### src/rtl/burst_mon_pkg.sv
// Package: shared field widths, event bit indices and the captured header type
// for the request burst monitor. Assumes a fixed request header layout.
package burst_mon_pkg;
    localparam int TAG_W  = 9;
    localparam int CMD_W  = 6;
    localparam int CUBE_W = 3;
    localparam int ADDR_W = 34;

    // Event bit positions in err_pulse / err_sticky
    localparam int EV_NO_SOP     = 0;
    localparam int EV_SOP_MID    = 1;
    localparam int EV_OVERRUN    = 2;
    localparam int EV_FIELD      = 3;
    localparam int EV_VALID_DROP = 4;
    localparam int EV_READY_DROP = 5;
    localparam int EV_EOP_POS    = 6;
    localparam int EV_N          = 7;

    typedef struct packed {
        logic [TAG_W-1:0]  tag;
        logic [CMD_W-1:0]  cmd;
        logic [CUBE_W-1:0] cube;
        logic [ADDR_W-1:0] addr;
    } req_hdr_t;
endpackage

### src/rtl/burst_len_calc.sv
// Expected-beat calculator: turns the sideband payload length into the number
// of beats a request must last. Assumes BEAT_BYTES is a power of two.
// Writes need ceil(len/BEAT_BYTES) beats (at least one); other requests need one.
module burst_len_calc #(
    parameter int LEN_W      = 8,
    parameter int BEAT_BYTES = 64,
    localparam int SH        = $clog2(BEAT_BYTES),
    localparam int EXP_W     = LEN_W - SH + 1
) (
    input  logic             is_write,
    input  logic [LEN_W-1:0] len,
    output logic [EXP_W-1:0] exp_beats
);
    logic             tail;
    logic [EXP_W-1:0] rounded;

    // Round the byte count up to whole beats and apply the one-beat floor
    always_comb begin
        tail    = |len[SH-1:0];
        rounded = {1'b0, len[LEN_W-1:SH]} + EXP_W'(tail);
        if (!is_write || rounded == '0)
            exp_beats = EXP_W'(1);
        else
            exp_beats = rounded;
    end
endmodule

### src/rtl/burst_tracker.sv
// Burst tracker: follows the open request across accepted beats, captures the
// header and expected length on the first beat, and raises raw event flags
// for the current edge. Assumes inputs are synchronous to clk.
module burst_tracker
    import burst_mon_pkg::*;
#(
    parameter int MAX_BEATS = 2,
    parameter int EXP_W     = 3,
    localparam int CNT_W    = $clog2(MAX_BEATS + 2),
    localparam int CNT_SAT  = MAX_BEATS + 1
) (
    input  logic             clk,
    input  logic             rst_n,
    input  logic             valid,
    input  logic             ready,
    input  logic             sop,
    input  logic             eop,
    input  req_hdr_t         hdr,
    input  logic [EXP_W-1:0] exp_new,
    output logic             in_burst,
    output logic [CNT_W-1:0] beat_cnt,
    output logic [EV_N-1:0]  ev
);
    logic             acc;
    req_hdr_t         hdr_q;
    logic [EXP_W-1:0] exp_q;
    logic [CNT_W:0]   beat_num;
    logic [EXP_W-1:0] exp_cur;

    assign acc = valid && ready;

    // Derive the ordinal of the beat at this edge and its expected total
    always_comb begin
        beat_num = in_burst ? ({1'b0, beat_cnt} + 1'b1) : (CNT_W+1)'(1);
        exp_cur  = in_burst ? exp_q : exp_new;
    end

    // Classify the inputs present at this edge into event flags
    always_comb begin
        ev                = '0;
        ev[EV_NO_SOP]     = acc && !in_burst && !sop;
        ev[EV_SOP_MID]    = acc && in_burst && sop;
        ev[EV_OVERRUN]    = acc && in_burst && (32'(beat_cnt) >= MAX_BEATS);
        ev[EV_FIELD]      = acc && in_burst && (hdr != hdr_q);
        ev[EV_VALID_DROP] = in_burst && !valid;
        ev[EV_READY_DROP] = in_burst && !ready;
        ev[EV_EOP_POS]    = acc && (eop != (32'(beat_num) == 32'(exp_cur)));
    end

    // Open, extend and close the burst on accepted beats
    always_ff @(posedge clk) begin
        if (!rst_n) begin
            in_burst <= 1'b0;
            beat_cnt <= '0;
            hdr_q    <= '0;
            exp_q    <= '0;
        end else if (acc) begin
            if (eop) begin
                in_burst <= 1'b0;
                beat_cnt <= '0;
            end else if (!in_burst) begin
                in_burst <= 1'b1;
                beat_cnt <= CNT_W'(1);
                hdr_q    <= hdr;
                exp_q    <= exp_new;
            end else if (32'(beat_cnt) < CNT_SAT) begin
                beat_cnt <= beat_cnt + 1'b1;
            end
        end
    end

    AST_EOP_CLOSES: assert property (@(posedge clk) disable iff (!rst_n)
        (acc && eop) |=> (beat_cnt == '0 && !in_burst));
    AST_BEAT_ADVANCE: assert property (@(posedge clk) disable iff (!rst_n)
        (acc && !eop && in_burst && 32'(beat_cnt) < CNT_SAT)
        |=> (beat_cnt == $past(beat_cnt) + 1'b1));
    AST_IDLE_HOLDS: assert property (@(posedge clk) disable iff (!rst_n)
        (!acc) |=> $stable(beat_cnt));
endmodule

### src/rtl/err_collect.sv
// Error collector: registers the raw event flags into one-cycle pulses and
// accumulates them into sticky bits. Assumes events are single-cycle inputs.
module err_collect #(
    parameter int N = 7
) (
    input  logic         clk,
    input  logic         rst_n,
    input  logic [N-1:0] ev,
    output logic [N-1:0] pulse,
    output logic [N-1:0] sticky
);
    for (genvar i = 0; i < N; i++) begin : g_bit
        // Register one event bit as a pulse and fold it into its sticky bit
        always_ff @(posedge clk) begin
            if (!rst_n) begin
                pulse[i]  <= 1'b0;
                sticky[i] <= 1'b0;
            end else begin
                pulse[i]  <= ev[i];
                sticky[i] <= sticky[i] | ev[i];
            end
        end

        AST_STICKY_HOLD: assert property (@(posedge clk) disable iff (!rst_n)
            sticky[i] |=> sticky[i]);
        AST_PULSE_IN_STICKY: assert property (@(posedge clk) disable iff (!rst_n)
            pulse[i] |-> sticky[i]);
    end
endmodule

### src/rtl/burst_proto_monitor.sv
// Request burst protocol monitor (top): passive observer of one request port.
// Combines the expected-length calculator, burst tracker and error collector.
// Assumes all inputs are synchronous to clk; it drives nothing on the port.
module burst_proto_monitor
    import burst_mon_pkg::*;
#(
    parameter int BEAT_BYTES = 64,
    parameter int MAX_BEATS  = 2,
    parameter int LEN_W      = 8,
    localparam int CNT_W     = $clog2(MAX_BEATS + 2),
    localparam int EXP_W     = LEN_W - $clog2(BEAT_BYTES) + 1
) (
    input  logic              clk,
    input  logic              rst_n,
    input  logic              req_valid,
    input  logic              req_ready,
    input  logic              req_sop,
    input  logic              req_eop,
    input  logic [TAG_W-1:0]  req_tag,
    input  logic [CMD_W-1:0]  req_cmd,
    input  logic [CUBE_W-1:0] req_cube,
    input  logic [ADDR_W-1:0] req_addr,
    input  logic              req_is_write,
    input  logic [LEN_W-1:0]  req_len,
    output logic [EV_N-1:0]   err_pulse,
    output logic [EV_N-1:0]   err_sticky,
    output logic [CNT_W-1:0]  beat_cnt
);
    req_hdr_t         hdr;
    logic [EXP_W-1:0] exp_beats;
    logic [EV_N-1:0]  ev;
    logic             in_burst;

    // Gather the header fields that must stay fixed across a burst
    always_comb begin
        hdr.tag  = req_tag;
        hdr.cmd  = req_cmd;
        hdr.cube = req_cube;
        hdr.addr = req_addr;
    end

    burst_len_calc #(.LEN_W(LEN_W), .BEAT_BYTES(BEAT_BYTES)) u_len (
        .is_write  (req_is_write),
        .len       (req_len),
        .exp_beats (exp_beats)
    );

    burst_tracker #(.MAX_BEATS(MAX_BEATS), .EXP_W(EXP_W)) u_trk (
        .clk      (clk),
        .rst_n    (rst_n),
        .valid    (req_valid),
        .ready    (req_ready),
        .sop      (req_sop),
        .eop      (req_eop),
        .hdr      (hdr),
        .exp_new  (exp_beats),
        .in_burst (in_burst),
        .beat_cnt (beat_cnt),
        .ev       (ev)
    );

    err_collect #(.N(EV_N)) u_err (
        .clk    (clk),
        .rst_n  (rst_n),
        .ev     (ev),
        .pulse  (err_pulse),
        .sticky (err_sticky)
    );

    AST_VALID_DROP_SEEN: assert property (@(posedge clk) disable iff (!rst_n)
        (in_burst && !req_valid) |=> err_pulse[EV_VALID_DROP]);
    AST_READY_DROP_SEEN: assert property (@(posedge clk) disable iff (!rst_n)
        (in_burst && !req_ready) |=> err_pulse[EV_READY_DROP]);
    AST_IDLE_QUIET: assert property (@(posedge clk) disable iff (!rst_n)
        (!in_burst && !req_valid) |=> (err_pulse == '0));
    AST_FIRST_NEEDS_SOP: assert property (@(posedge clk) disable iff (!rst_n)
        (!in_burst && req_valid && req_ready && !req_sop) |=> err_pulse[EV_NO_SOP]);
endmodule

### config.mk
export PLATFORM = sky130hd
export DESIGN_NAME = burst_proto_monitor
export DESIGN_NICKNAME = d
export VERILOG_FILES = /design/src/rtl/burst_mon_pkg.sv /design/src/rtl/burst_len_calc.sv /design/src/rtl/burst_tracker.sv /design/src/rtl/err_collect.sv /design/src/rtl/burst_proto_monitor.sv
export SDC_FILE = /design/constraint.sdc
export NUM_CORES = 1
export LEC_CHECK = 0
export ABC_AREA = 1
export BUFFER_PORTS_ARGS = -buffer_cell sky130_fd_sc_hd__clkbuf_2
export CORE_MARGIN = 2
export CORE_UTILIZATION = 58
export DETAILED_ROUTE_END_ITERATION = 8
export HOLD_SLACK_MARGIN = 0.02
export PLACE_DENSITY_LB_ADDON = 0.12
export SYNTH_ARGS = -nofsm -noshare
export SYNTH_HDL_FRONTEND = slang
export SYNTH_SLANG_ARGS = --single-unit
### constraint.sdc
create_clock -name clk -period 3.64 [get_ports clk]
set_input_delay 0.364 -clock clk [delete_from_list [all_inputs] [get_ports clk]]
set_output_delay 0.364 -clock clk [all_outputs]
set_load 0.005 [all_outputs]
[Yosys cells after proc, flatten, opt, wreduce, memory -nomap -nowiden]
Cells that the tools add are included.
Storage, ports and cells
  logic and storage cells: 67
  input port bits: 67
  flip-flop bits (word level): 72
Cells by class
  mux-type cells: 7
  order comparisons: 2
  reductions and logical operators: 21
  add/subtract/negate cells: 3
  bitwise logic cells: 9
  equality and inequality tests: 4
Operators with widths (number)
  $ne 52x52->1: 1
  $logic_and 1x1->1: 10
  $mux 3: 3
  $or 1x1->1: 7
  $mux 2: 3
  $reduce_or 6->1: 1
  $logic_not 1->1: 5
  $reduce_and 2->1: 2
  $add 2x1->3: 1
  $add 2x1->3 const B: 1
  $eq 3x3->1: 1
  $logic_not 3->1: 1
  $ne 3x3->1 const B: 1
  $reduce_and 3->1: 1
  $add 2x1->2 const B: 1
  $ge 2x2->1 const B: 1
  $lt 2x2->1 const B: 1
  $not 1->1: 2
  $logic_or 1x1->1: 1
  $mux 1: 1
  $ne 1x1->1: 1

[Longest topological paths before layout]
Gate-level depths: netlist of the first run.
  word-level depth: 10
  depth in mapped cells: 13
  mapped depth without buffers: 13

[Cells and area by module]
A second synthesis of the first run with hierarchy kept.
Second synthesis, totals
  cells, all modules: 508
  area, all modules: 3458.3 um^2
By module, submodules not included
  burst_tracker: cells an instance 450, times used 1, area each 2980.4 um^2
  err_collect: cells an instance 43, times used 1, area each 396.6 um^2
  burst_len_calc: cells an instance 15, times used 1, area each 81.3 um^2

[Worst setup path before layout of the first run]
No wires, ideal clock.
  path type: input to register
  start point: in req_len[5]
  end point: reg u_err.sticky[6]
  data required time: 3525 ps
  cell stages on the path: 13
  buffers on the path: 0
  setup time: 115 ps
  arrival: 1688 ps
  slack: 1837 ps
  path through: nor4_1 > nand2_1 > ha_1 > ha_1 > inv_1 > nor2_1 > nand3_1 > nand3_1 > nand2_1 > nand3_1 > nand2_1 > nand3_1 > nand2_1
Between the ends
  longest elaborated chain between the ends: 10
RTL lines
  start: declaration: line burst_proto_monitor.sv:24  | input logic [LEN_W-1:0] req_len,
  $reduce_or 6->1 (*): line burst_len_calc.sv:19  | tail = |len[SH-1:0];
  $add 2x1->3 (*): line burst_len_calc.sv:20  | rounded = {1'b0, len[LEN_W-1:SH]} + EXP_W'(tail);
  $logic_not 3->1: line burst_len_calc.sv:21  | if (!is_write || rounded == '0)
  $logic_or 1x1->1: line burst_len_calc.sv:21
  $mux 3 (*): line burst_len_calc.sv:21
  $mux 3 (*): line burst_tracker.sv:35  | exp_cur = in_burst ? exp_q : exp_new;
  $eq 3x3->1 (*): line burst_tracker.sv:47  | ev[EV_EOP_POS] = acc && (eop != (32'(beat_num) == 32'(exp_cur)));
  $ne 1x1->1 (*): line burst_tracker.sv:47
  $logic_and 1x1->1 (*): line burst_tracker.sv:47
  $or 1x1->1 (*): line err_collect.sv:20  | sticky[i] <= sticky[i] | ev[i];
  end signal: indexed assignment: line err_collect.sv:20
  end: declaration: line err_collect.sv:10  | output logic [N-1:0] sticky
Mark *: on every way between the ends. The rest lies on a longest branch, timed or not.
A chain may end at the register's enable or synchronous reset.

[Worst setup path after layout of the first run]
  start point: reg u_trk.in_burst
  end point: reg u_trk.hdr_q[1] (netlist name)
Between the ends
  longest elaborated chain between the ends: 2
RTL lines
  start: declaration: line burst_tracker.sv:20  | output logic in_burst,
  start signal: assignment: line burst_tracker.sv:53  | in_burst <= 1'b0;
  start signal: assignment: line burst_tracker.sv:59  | in_burst <= 1'b0;
  start signal: assignment: line burst_tracker.sv:62  | in_burst <= 1'b1;
  $not 1->1 (no source line)
  $reduce_and 3->1 (no source line)
  end signal: assignment: line burst_tracker.sv:64  | hdr_q <= hdr;
  end: declaration: line burst_tracker.sv:25  | req_hdr_t hdr_q;
Every way passes these cells.

==> reports/summary.txt, run 1 <==
Status - finished, final reports clean
Crit path max-delay family - simple AND/OR/NAND/NOR gates
Final worst-path cycle share - 46.8%
Syn. warnings - 0
Post-synthesis simple-gate area fraction - 25.0%
Postcts setup bufs - 0
Die width - 83.4 um
Mux cell area share after synthesis - 0%
Setup TNS - 0 ns
Hold Buf Count CTS - 0
Leading area contributor after synthesis - dfxtp_1
Critical path class - reg2reg
Deepest clock path buffer count - 2
Worst path cell trace - nor2_4 -> buf_12 -> o21ai_0 -> a21oi_1
Site row count - 28
Drt wl/cell - 11.0 um
RSZ-0062 raised after global routing - no
Synth Flop Type - dfxtp_1
CP Data Arrival Time - 1.97 ns
Layout area overhead - 16.9%
Via count - 3376
Delay of the slowest critical-path stage - 0.48 ns
Maximum vdd drop - 0.242 mV
Post-DP HPWL - 5.47 mm
IO Pins - 83
Mean number of vias per cell - 4.88
FMAX - 0.587 GHz
TritonCTS clock tree - built
Synth Area in Adders - 1.37%
Final setup fails - 0
DR iter-0 viols - 140
Worst Path Max Fanout - 69
Initial antenna violation count - 0
Avg Inst Size Synth - 6.83 sq um
CTS Buf Count - 9
Most common library cells after synthesis - nand2_1 (143), inv_1 (79), dfxtp_1 (72), nor2_1 (72), o21ai_1 (41)
Share of cells above drive strength 1 - 21.6%
Hold Path Class - in2reg
Main combinational cell family by area after synthesis - simple AND/OR/NAND/NOR gates
CTS clk-pin slew, worst paths - 0.08 ns
DRC viols - 0
Max-cap check violation count - 0
Hold WS - 0.215 ns
# resized after CTS - 0
Final Hold Vio Count - 0
Slew Limit Fails - 0
Count leader, synth - nand2_1
Total Wirelength - 7.60 mm
GRT Total Usage - 23.0%
Die area - 6960 sq um
Syn nets - 607
Starting Density - 60.7%
Async set or reset register ratio after synthesis - 0%
Post-Route Skew - 0.00833 ns
Crit path buffers/inverters - 1
Register area share after synthesis - 39.4%
Clk sink count - 72
Number of routed nets with antenna violations - 0
Synth Area in Compound Gates - 18.1%
Post-Syn Area - 3660 sq um
Die Ht - 83.4 um
First-pass GRT wire length - 13.2 mm
Least-Margin Pin Slew - 0.720 ns
Required time of the worst setup path - 3.91 ns
Slowest CP cell - nor2_4
Post-Synthesis Cells - 536
Critical path endpoint category - flip-flop
Synth area leaders - dfxtp_1 (39%), nand2_1 (15%), inv_1 (8.1%)
Post-synth top area share - 39.4%
Drt pass-1 iters - 4
Lkg Pwr - 2.09 nW
Pwr/cell area - 412 nW/um^2
Synth Area in XOR/XNOR - 4.31%
Nets - 683
CP startpoint kind - flip-flop
Slew HR - 52.0%
Yosys reg bits - 72
Number of global-route vias before repair - 3163
CTS Root Cell - clkbuf_8
Tmin final - 1.70 ns
Distinct cell type count after synthesis - 25
CTS H-tree depth - 3
Largest net degree at the start of global routing - 70
Port-buffer cells - 82
Total grt overflow - 0
GP Congestion - 0.886
Placeable Area - 6030 sq um
ANT cells - 0
Clock latency on the worst-skew pair - 0.34 ns
EDFF count, synth - 0
Reg2Reg Setup Slack - 1.94 ns
power by group:
group	internal (mW)	switching [mW]	total (mW)	leakage [nW]
Combinational	0.0973	0.134	0.231	1.40
Clock	0.387	0.295	0.682	0.104
Sequential	0.824	0.0252	0.849	0.587
kinds of logic (layout without fill, tap and decap cells):
logic type	Yosys count	after routing
and+or+nand+nor	233	233
xor gates and xnor gates	18	18
DFF	72	72
buffers and inverters	101	182
AOI/OAI and AO/OA	108	108
adders and majority gates	4	4
sequential cells by signal (all words and copies together) (netlist names):
| signal | cells |
|---|---|
| u_trk.exp_q | 3 |
| u_err.pulse | 7 |
| u_trk.in_burst | 1 |
| u_err.sticky | 7 |
| u_trk.beat_cnt | 2 |
| u_trk.hdr_q | 52 |
per-layer routing:
layer / up-vias / share of wire (%) / track usage (%)
li1: 1812 / - / -
met1: 1480 / 43 / 26.6
met2: 70 / 50 / 41.5
met3: 14 / 5.1 / 4.77
met4: 0 / 1.9 / 8.94
met5: - / 0 / 0
worst paths after layout:
path                               startpoint                           to  cells past startpoint
setup / recovery  u_trk.in_burst$_SDFFE_PN0P_  u_trk.hdr_q[1]$_SDFFE_PN0P_                      4
hold / removal                      req_ready    u_err.pulse[5]$_SDFF_PN0_                      2
setup reg to reg  u_trk.in_burst$_SDFFE_PN0P_  u_trk.hdr_q[1]$_SDFFE_PN0P_                      4
hold reg to reg    u_err.sticky[6]$_SDFF_PN0_   u_err.sticky[6]$_SDFF_PN0_                      2
per-stage QoR:
stage	cells	cell area, sq um	util, %	worst slack, ns	power [mW]
finish	692	4280	71.0	1.94	1.76
global route	692	4280	71.0	1.73	1.85
CTS	692	4280	71.0	1.92	1.78
detailed placement	676	4070	67.5	1.61	1.10
global placement	676	4070	67.5	1.66	1.09
floorplan	536	3660	-	1.84	1.02
worst register-to-register path, stage by stage (launching register included):
cell	delay, ns
dfxtp_1	0.47
nor2_4	0.48
buf_12	0.37
o21ai_0	0.17
a21oi_1	0.15
placed cells by master, fill, tap and decap left out, drive strengths merged:
cell / netlist / final
a21oi: 39 / 39
a31oi: 1 / 1
buf: 12 / 2
bufinv: 0 / 2
clkbuf: 7 / 93
clkinv: 1 / 3
clkinvlp: 0 / 1
dfxtp: 72 / 72
ha: 4 / 4
inv: 81 / 81
nand2: 144 / 144
nand3: 12 / 12
nand4: 2 / 2
nor2: 74 / 74
nor4: 1 / 1
o211ai: 3 / 3
o21ai: 64 / 64
o22ai: 1 / 1
xnor2: 12 / 12
xor2: 6 / 6
cell type report:
| class | count | area (sq um) |
|---|---|---|
| fill | 537 | 1750 |
| timing repair buffer | 84 | 438 |
| inverter | 82 | 308 |
| sequential | 72 | 1440 |
| tap | 75 | 93.8 |
| clock inverter | 5 | 81.3 |
| multi-input combinational | 363 | 1790 |
| clock buffer | 11 | 131 |
(Power assumes the default switching activity.)
==> run 2: changes to the inputs <==
ABC_AREA = 0   (was 1)
CORE_UTILIZATION = 53   (was 58)
clock period = 1.66 ns   (was 3.64 ns; I/O delays follow)
==> run 2 against run 1 <==
The run now ends with setup timing left; worst setup slack worse by 2.0 ns; sequential share of layout area is 1.6 points higher; utilization fell by 2.3 points; flip-flop and latch count stayed put; non-clock buffer count grew 12; die area shrank 2.1%; first-iteration DRC count decreased by 44%; fmax rose by 0.34%; critical endpoint is now u_err.sticky[3]$_SDFF_PN0_; largest cell class unchanged.
==> reports/summary.txt, run 2 <==
Status - finished with violations
Violations in the final reports - setup timing
IO Pins - 83
Number of global-route vias before repair - 2482
DR iter-0 viols - 79
RR Startpoint - u_trk.hdr_q[8]$_SDFFE_PN0P_
Mean number of vias per cell - 5.09
RSZ-0062 raised after global routing - yes
Max FFs per register - 52
GP Congestion - 0.750
Commonest cells after routing, fill and taps aside - nand2_1 (114), clkbuf_2 (82), dfxtp_1 (69)
Reg2Reg Setup Slack - -0.04 ns
Register area share after synthesis - 44.1%
Count leader, synth - nand2_1
Tot Pwr - 3.43 mW
CTS Root Cell - clkbuf_8
Most flops, register - u_trk.hdr_q
Post-synth top area share - 44.1%
Post-DP HPWL - 5.08 mm
Avg Inst Size Synth - 8.56 sq um
Most common library cells after synthesis - nand2_1 (114), dfxtp_1 (72), a21boi_0 (54), xor2_1 (54), nor4_1 (15)
Placed insts - 532
Clk sink count - 72
Pwr/cell area - 837 nW/um^2
Synth Flop Type - dfxtp_1
Die area - 6810 sq um
Hold-critical path depth - 2
Commonest non-fill, non-tap cell in the layout - nand2_1
CP Data Arrival Time - 1.92 ns
WHS Endpoint - u_err.pulse[5]$_SDFF_PN0_
Syn nets - 453
Critical path class - reg2reg
Critical path endpoint category - flip-flop
Slew Limit Fails - 0
Drt wl/cell - 12.8 um
ANT cells - 0
Placeable Area - 5960 sq um
Async set or reset register ratio after synthesis - 0%
PnR worst setup slack - -0.0364 ns
EDFF count, synth - 0
Die Ht - 82.5 um
Worst Path Max Fanout - 2
TritonCTS clock tree - built
Slew HR - 72.4%
Die width - 82.5 um
Hold Path Class - in2reg
Worst R2R End - u_err.sticky[3]$_SDFF_PN0_
Maximum vdd drop - 0.547 mV
Layout area overhead - 25.3%
Least-Margin Pin Slew - 0.412 ns
Syn. warnings - 0
CTS H-tree depth - 3
Final worst-path cycle share - 102%
DRC viols - 0
Total Wirelength - 7.02 mm
Post-Route Skew - 0.00884 ns
Via count - 2789
CTS Buf Count - 9
R2R cell count - 5
Drt pass-1 iters - 4
Yosys reg bits - 72
Tmin final - 1.70 ns
Clock latency on the worst-skew pair - 0.34 ns
Final setup fails - 1
Share of cells above drive strength 1 - 26.2%
Initial antenna violation count - 0
Final Hold Vio Count - 0
Setup TNS - -0.0364 ns
Largest net degree at the start of global routing - 34
Top Registers - u_trk.hdr_q: 52 flops, u_err.pulse: 7 flops, u_err.sticky: 7 flops
Hold path start - req_ready
Synth area leaders - dfxtp_1 (44%), xor2_1 (14%), nand2_1 (13%)
Max-cap check violation count - 0
GRT Total Usage - 21.4%
First-pass GRT wire length - 11.0 mm
Lkg Pwr - 1.81 nW
Nets - 541
Hold WS - 0.0337 ns
Starting Density - 54.9%
Post-Syn Area - 3270 sq um
Fillers - 516
CP startpoint - u_trk.hdr_q[8]$_SDFFE_PN0P_
Distinct cell type count after synthesis - 30
Total grt overflow - 0
Deepest clock path buffer count - 2
Site row count - 28
CTS clk-pin slew, worst paths - 0.07 ns
Post-Synthesis Cells - 382
FMAX - 0.589 GHz
Leading area contributor after synthesis - dfxtp_1
DP Worst Slack - -0.211 ns
Required time of the worst setup path - 1.89 ns
Number of routed nets with antenna violations - 0
Final cell count without fillers - 548
Port-buffer cells - 82
CP startpoint kind - flip-flop
==> run 2: cell count changes in the layout (fill, tap and decap cells not counted), moves of 20 or more <==
| cell | before | now |
|---|---|---|
| inv_1 | 79 | 2 |
| xor2_1 | 6 | 54 |
| a21oi_2 | 30 | 1 |
| o21ai_1 | 41 | 0 |
| nand2_1 | 143 | 114 |
| nor2_1 | 72 | 7 |
| o21ai_0 | 23 | 3 |
| a21boi_0 | 0 | 54 |
==> run 2: where the power goes <==
group / internal, mW / switching (mW) / leakage [nW]
Combinational: 0.213 / 0.230 / 1.14
Clock: 0.567 / 0.601 / 0.0794
Sequential: 1.78 / 0.0336 / 0.586
Total: 2.56 / 0.864 / 1.81
==> run 2: logic make-up (layout without fill, tap and decap cells) <==
family | after synthesis | after routing | share of synthesized area (%)
xor+xnor | 56 | 56 | 15.0
simple gates | 155 | 155 | 20.2
flops | 72 | 72 | 44.1
buf+inv | 21 | 112 | 2.64
fa+ha+maj | 4 | 4 | 1.53
compound gates | 74 | 74 | 16.5
==> run 2: per-layer routing <==
layer  vias to the layer above  GRT usage [%]  wire length, um
li1                       1439              -                -
met4                         0           9.51              145
met5                         -              0                0
met1                      1274           27.8             3310
met2                        63           32.9             3110
met3                        13           6.20              454
==> run 2: what timing repair did <==
action                     4_1_cts  5_1_grt
hold buffers                     1        0
pin swaps                        3        6
resized for setup                5       11
setup endpoints to repair        2        3
hold endpoints to repair         1        0
buffers inserted                 1        0
==> run 2: how the worst max path moves through the flow <==
stage,cells after the start,endpoint
floorplan,9,u_err.sticky[6]$_SDFF_PN0_
global placement,10,u_err.sticky[6]$_SDFF_PN0_
detailed placement,10,u_err.sticky[6]$_SDFF_PN0_
CTS,5,u_err.sticky[3]$_SDFF_PN0_
global route,5,u_err.sticky[3]$_SDFF_PN0_
finish,5,u_err.sticky[3]$_SDFF_PN0_
==> run 2: final cells by class <==
type / instances / area [sq um] / share of cell area [%]
Inverter: 2 / 7.51 / 0.183
Sequential cell: 72 / 1450 / 35.3
Clock inverter: 1 / 5.00 / 0.122
Timing Repair Buffer: 96 / 568 / 13.9
Clock buffer: 13 / 149 / 3.64
Multi-Input combinational cell: 289 / 1830 / 44.6
Tap cell: 75 / 93.8 / 2.29
==> run 2: through the flow <==
| step | util (%) | area (sq um) |
|---|---|---|
| after CTS | 67.8 | 4040 |
| after detailed placement | 64.5 | 3840 |
| after global placement | 64.5 | 3840 |
| after global routing | 68.8 | 4100 |
| after floorplan | - | 3270 |
| final | 68.8 | 4100 |
==> run 2: worst max-delay path, stage by stage (launching register included) <==
cell,delay [ns]
dfxtp_2,0.32
xor2_1,0.16
nor4_2,0.34
nand4_1,0.15
or3_1,0.32
o311a_1,0.28
==> run 3: changes to the inputs <==
GPL_TIMING_DRIVEN = 0   (was unset)
MAX_ROUTING_LAYER = met4   (was unset)
==> run 3 against run 2 <==
Via count rose by 1.3%; register-to-register slack got worse by 0.04 ns; sequential power barely moved; fmax fell by 2.1%; highest routed layer unchanged; critical path depth did not move; largest cell class unchanged; the flow still finishes with violations (setup timing).
==> reports/summary.txt, run 3 (synthesis results as in run 2) <==
WHS Endpoint - u_err.pulse[4]$_SDFF_PN0_
ANT cells - 0
Setup TNS - -0.0730 ns
Top Registers - u_trk.hdr_q: 52 flops, u_err.pulse: 7 flops, u_err.sticky: 7 flops
Number of routed nets with antenna violations - 0
Clock Power Share - 34.1%
Reg2Reg Setup Slack - -0.07 ns
Clock latency on the worst-skew pair - 0.34 ns
Commonest cells after routing, fill and taps aside - nand2_1 (114), clkbuf_2 (84), dfxtp_1 (69)
Post-DP HPWL - 5.43 mm
Deepest clock path buffer count - 2
Largest net degree at the start of global routing - 11
Maximum vdd drop - 0.537 mV
Via count - 2824
Critical path class - reg2reg
Final Util - 67.7%
Hold path start - req_valid
GP Congestion - 0.844
Post-Layout Inst Area - 4030 sq um
Nets - 549
Least-Margin Pin Slew - 0.579 ns
Layout area overhead - 23.3%
Commonest non-fill, non-tap cell in the layout - nand2_1
CTS Root Cell - clkbuf_8
Status - finished with violations
P_int - 2.54 mW
Final setup fails - 1
Tmin final - 1.73 ns
Die width - 82.5 um
Tot Pwr - 3.42 mW
Logic pwr share - 12.6%
Worst R2R End - u_err.sticky[3]$_SDFF_PN0_
DP Worst Slack - -0.186 ns
Number of global-route vias before repair - 2407
Hold WS - 0.0335 ns
Max-cap check violation count - 0
Clk sink count - 72
DR iter-0 viols - 119
CP Data Arrival Time - 1.96 ns
Final worst-path cycle share - 104%
Flop pwr share - 53.3%
CP startpoint kind - flip-flop
DRC viols - 0
CTS H-tree depth - 3
Mean number of vias per cell - 5.08
Pwr/cell area - 847 nW/um^2
Post-Route Skew - 0.00388 ns
CTS clk-pin slew, worst paths - 0.07 ns
Die Ht - 82.5 um
Worst Path Max Fanout - 2
Starting Density - 54.9%
Initial antenna violation count - 0
RR Startpoint - u_trk.hdr_q[16]$_SDFFE_PN0P_
Violations in the final reports - setup timing
Die area - 6810 sq um
GRT Total Usage - 22.8%
Slew Limit Fails - 0
Placed insts - 539
IO Pins - 83
CTS Buf Count - 9
Placeable Area - 5960 sq um
Total Wirelength - 7.46 mm
Switch share - 25.5%
P_sw - 0.872 mW
RSZ-0062 raised after global routing - yes
Drt pass-1 iters - 4
Slew HR - 61.2%
Critical path endpoint category - flip-flop
Hold-critical path depth - 2
Placed cell area - 3770 sq um
Required time of the worst setup path - 1.88 ns
PnR worst setup slack - -0.0730 ns
First-pass GRT wire length - 11.2 mm
Max FFs per register - 52
Final Hold Vio Count - 0
Most flops, register - u_trk.hdr_q
TritonCTS clock tree - built
Hold Path Class - in2reg
Share of cells above drive strength 1 - 24.7%
Final cell count without fillers - 556
Total grt overflow - 0
Lkg Pwr - 1.79 nW
FMAX - 0.577 GHz
Port-buffer cells - 82
R2R cell count - 5
Site row count - 28
CP startpoint - u_trk.hdr_q[16]$_SDFFE_PN0P_
Drt wl/cell - 13.4 um
==> run 3: power by group through the flow <==
stage	Combinational [mW]	Clock (mW)	Sequential, mW
finish	0.431	1.16	1.82
global route	0.480	1.26	1.83
CTS	0.416	1.19	1.82
detailed placement	0.405	0	1.86
global placement	0.399	0	1.86
floorplan	0.217	0	1.86
==> run 3: metal layers <==
metal / up-vias / wire [um] / GRT usage (%)
met5: - / 0 / -
li1: 1453 / - / -
met3: 9 / 454 / 3.59
met1: 1287 / 3280 / 30.6
met4: 0 / 89 / 8.85
met2: 75 / 3630 / 34.5
==> run 3: repair_timing <==
item | CTS | global route
resized for setup | 6 | 11
setup buffers | 1 | 1
endpoints found under the hold margin | 1 | 0
pin swaps | 7 | 0
endpoints found under the setup margin | 1 | 12
hold buffers | 1 | 0
==> run 3: how the worst max path moves through the flow <==
stage                                 end  slack, ns  cells past startpoint
3_5_place_dp   u_err.sticky[6]$_SDFF_PN0_      -0.19                     10
4_1_cts        u_err.sticky[3]$_SDFF_PN0_      -0.04                      5
5_1_grt        u_err.sticky[3]$_SDFF_PN0_      -0.19                      5
3_3_place_gp   u_err.sticky[6]$_SDFF_PN0_      -0.17                     10
2_1_floorplan  u_err.sticky[6]$_SDFF_PN0_      0.009                      9
6_report       u_err.sticky[3]$_SDFF_PN0_      -0.07                      5
==> run 3: critical path, cell delays in order (launching register included) <==
cell and delay [ns]:
dfxtp_1 0.32, xor2_1 0.19, nor4_2 0.30, nand4_1 0.18, or3_1 0.34, o311a_1 0.30
==> run 3: cell type report <==
class	instances	area, sq um
Fill cell	529	1920
Multi-Input combinational cell	289	1820
Inverter	2	7.51
Timing Repair Buffer	85	435
Clock buffer	13	149
Clock inverter	1	5.00
Buffer	19	81.3
Sequential cell	72	1450
Tap cell	75	93.8
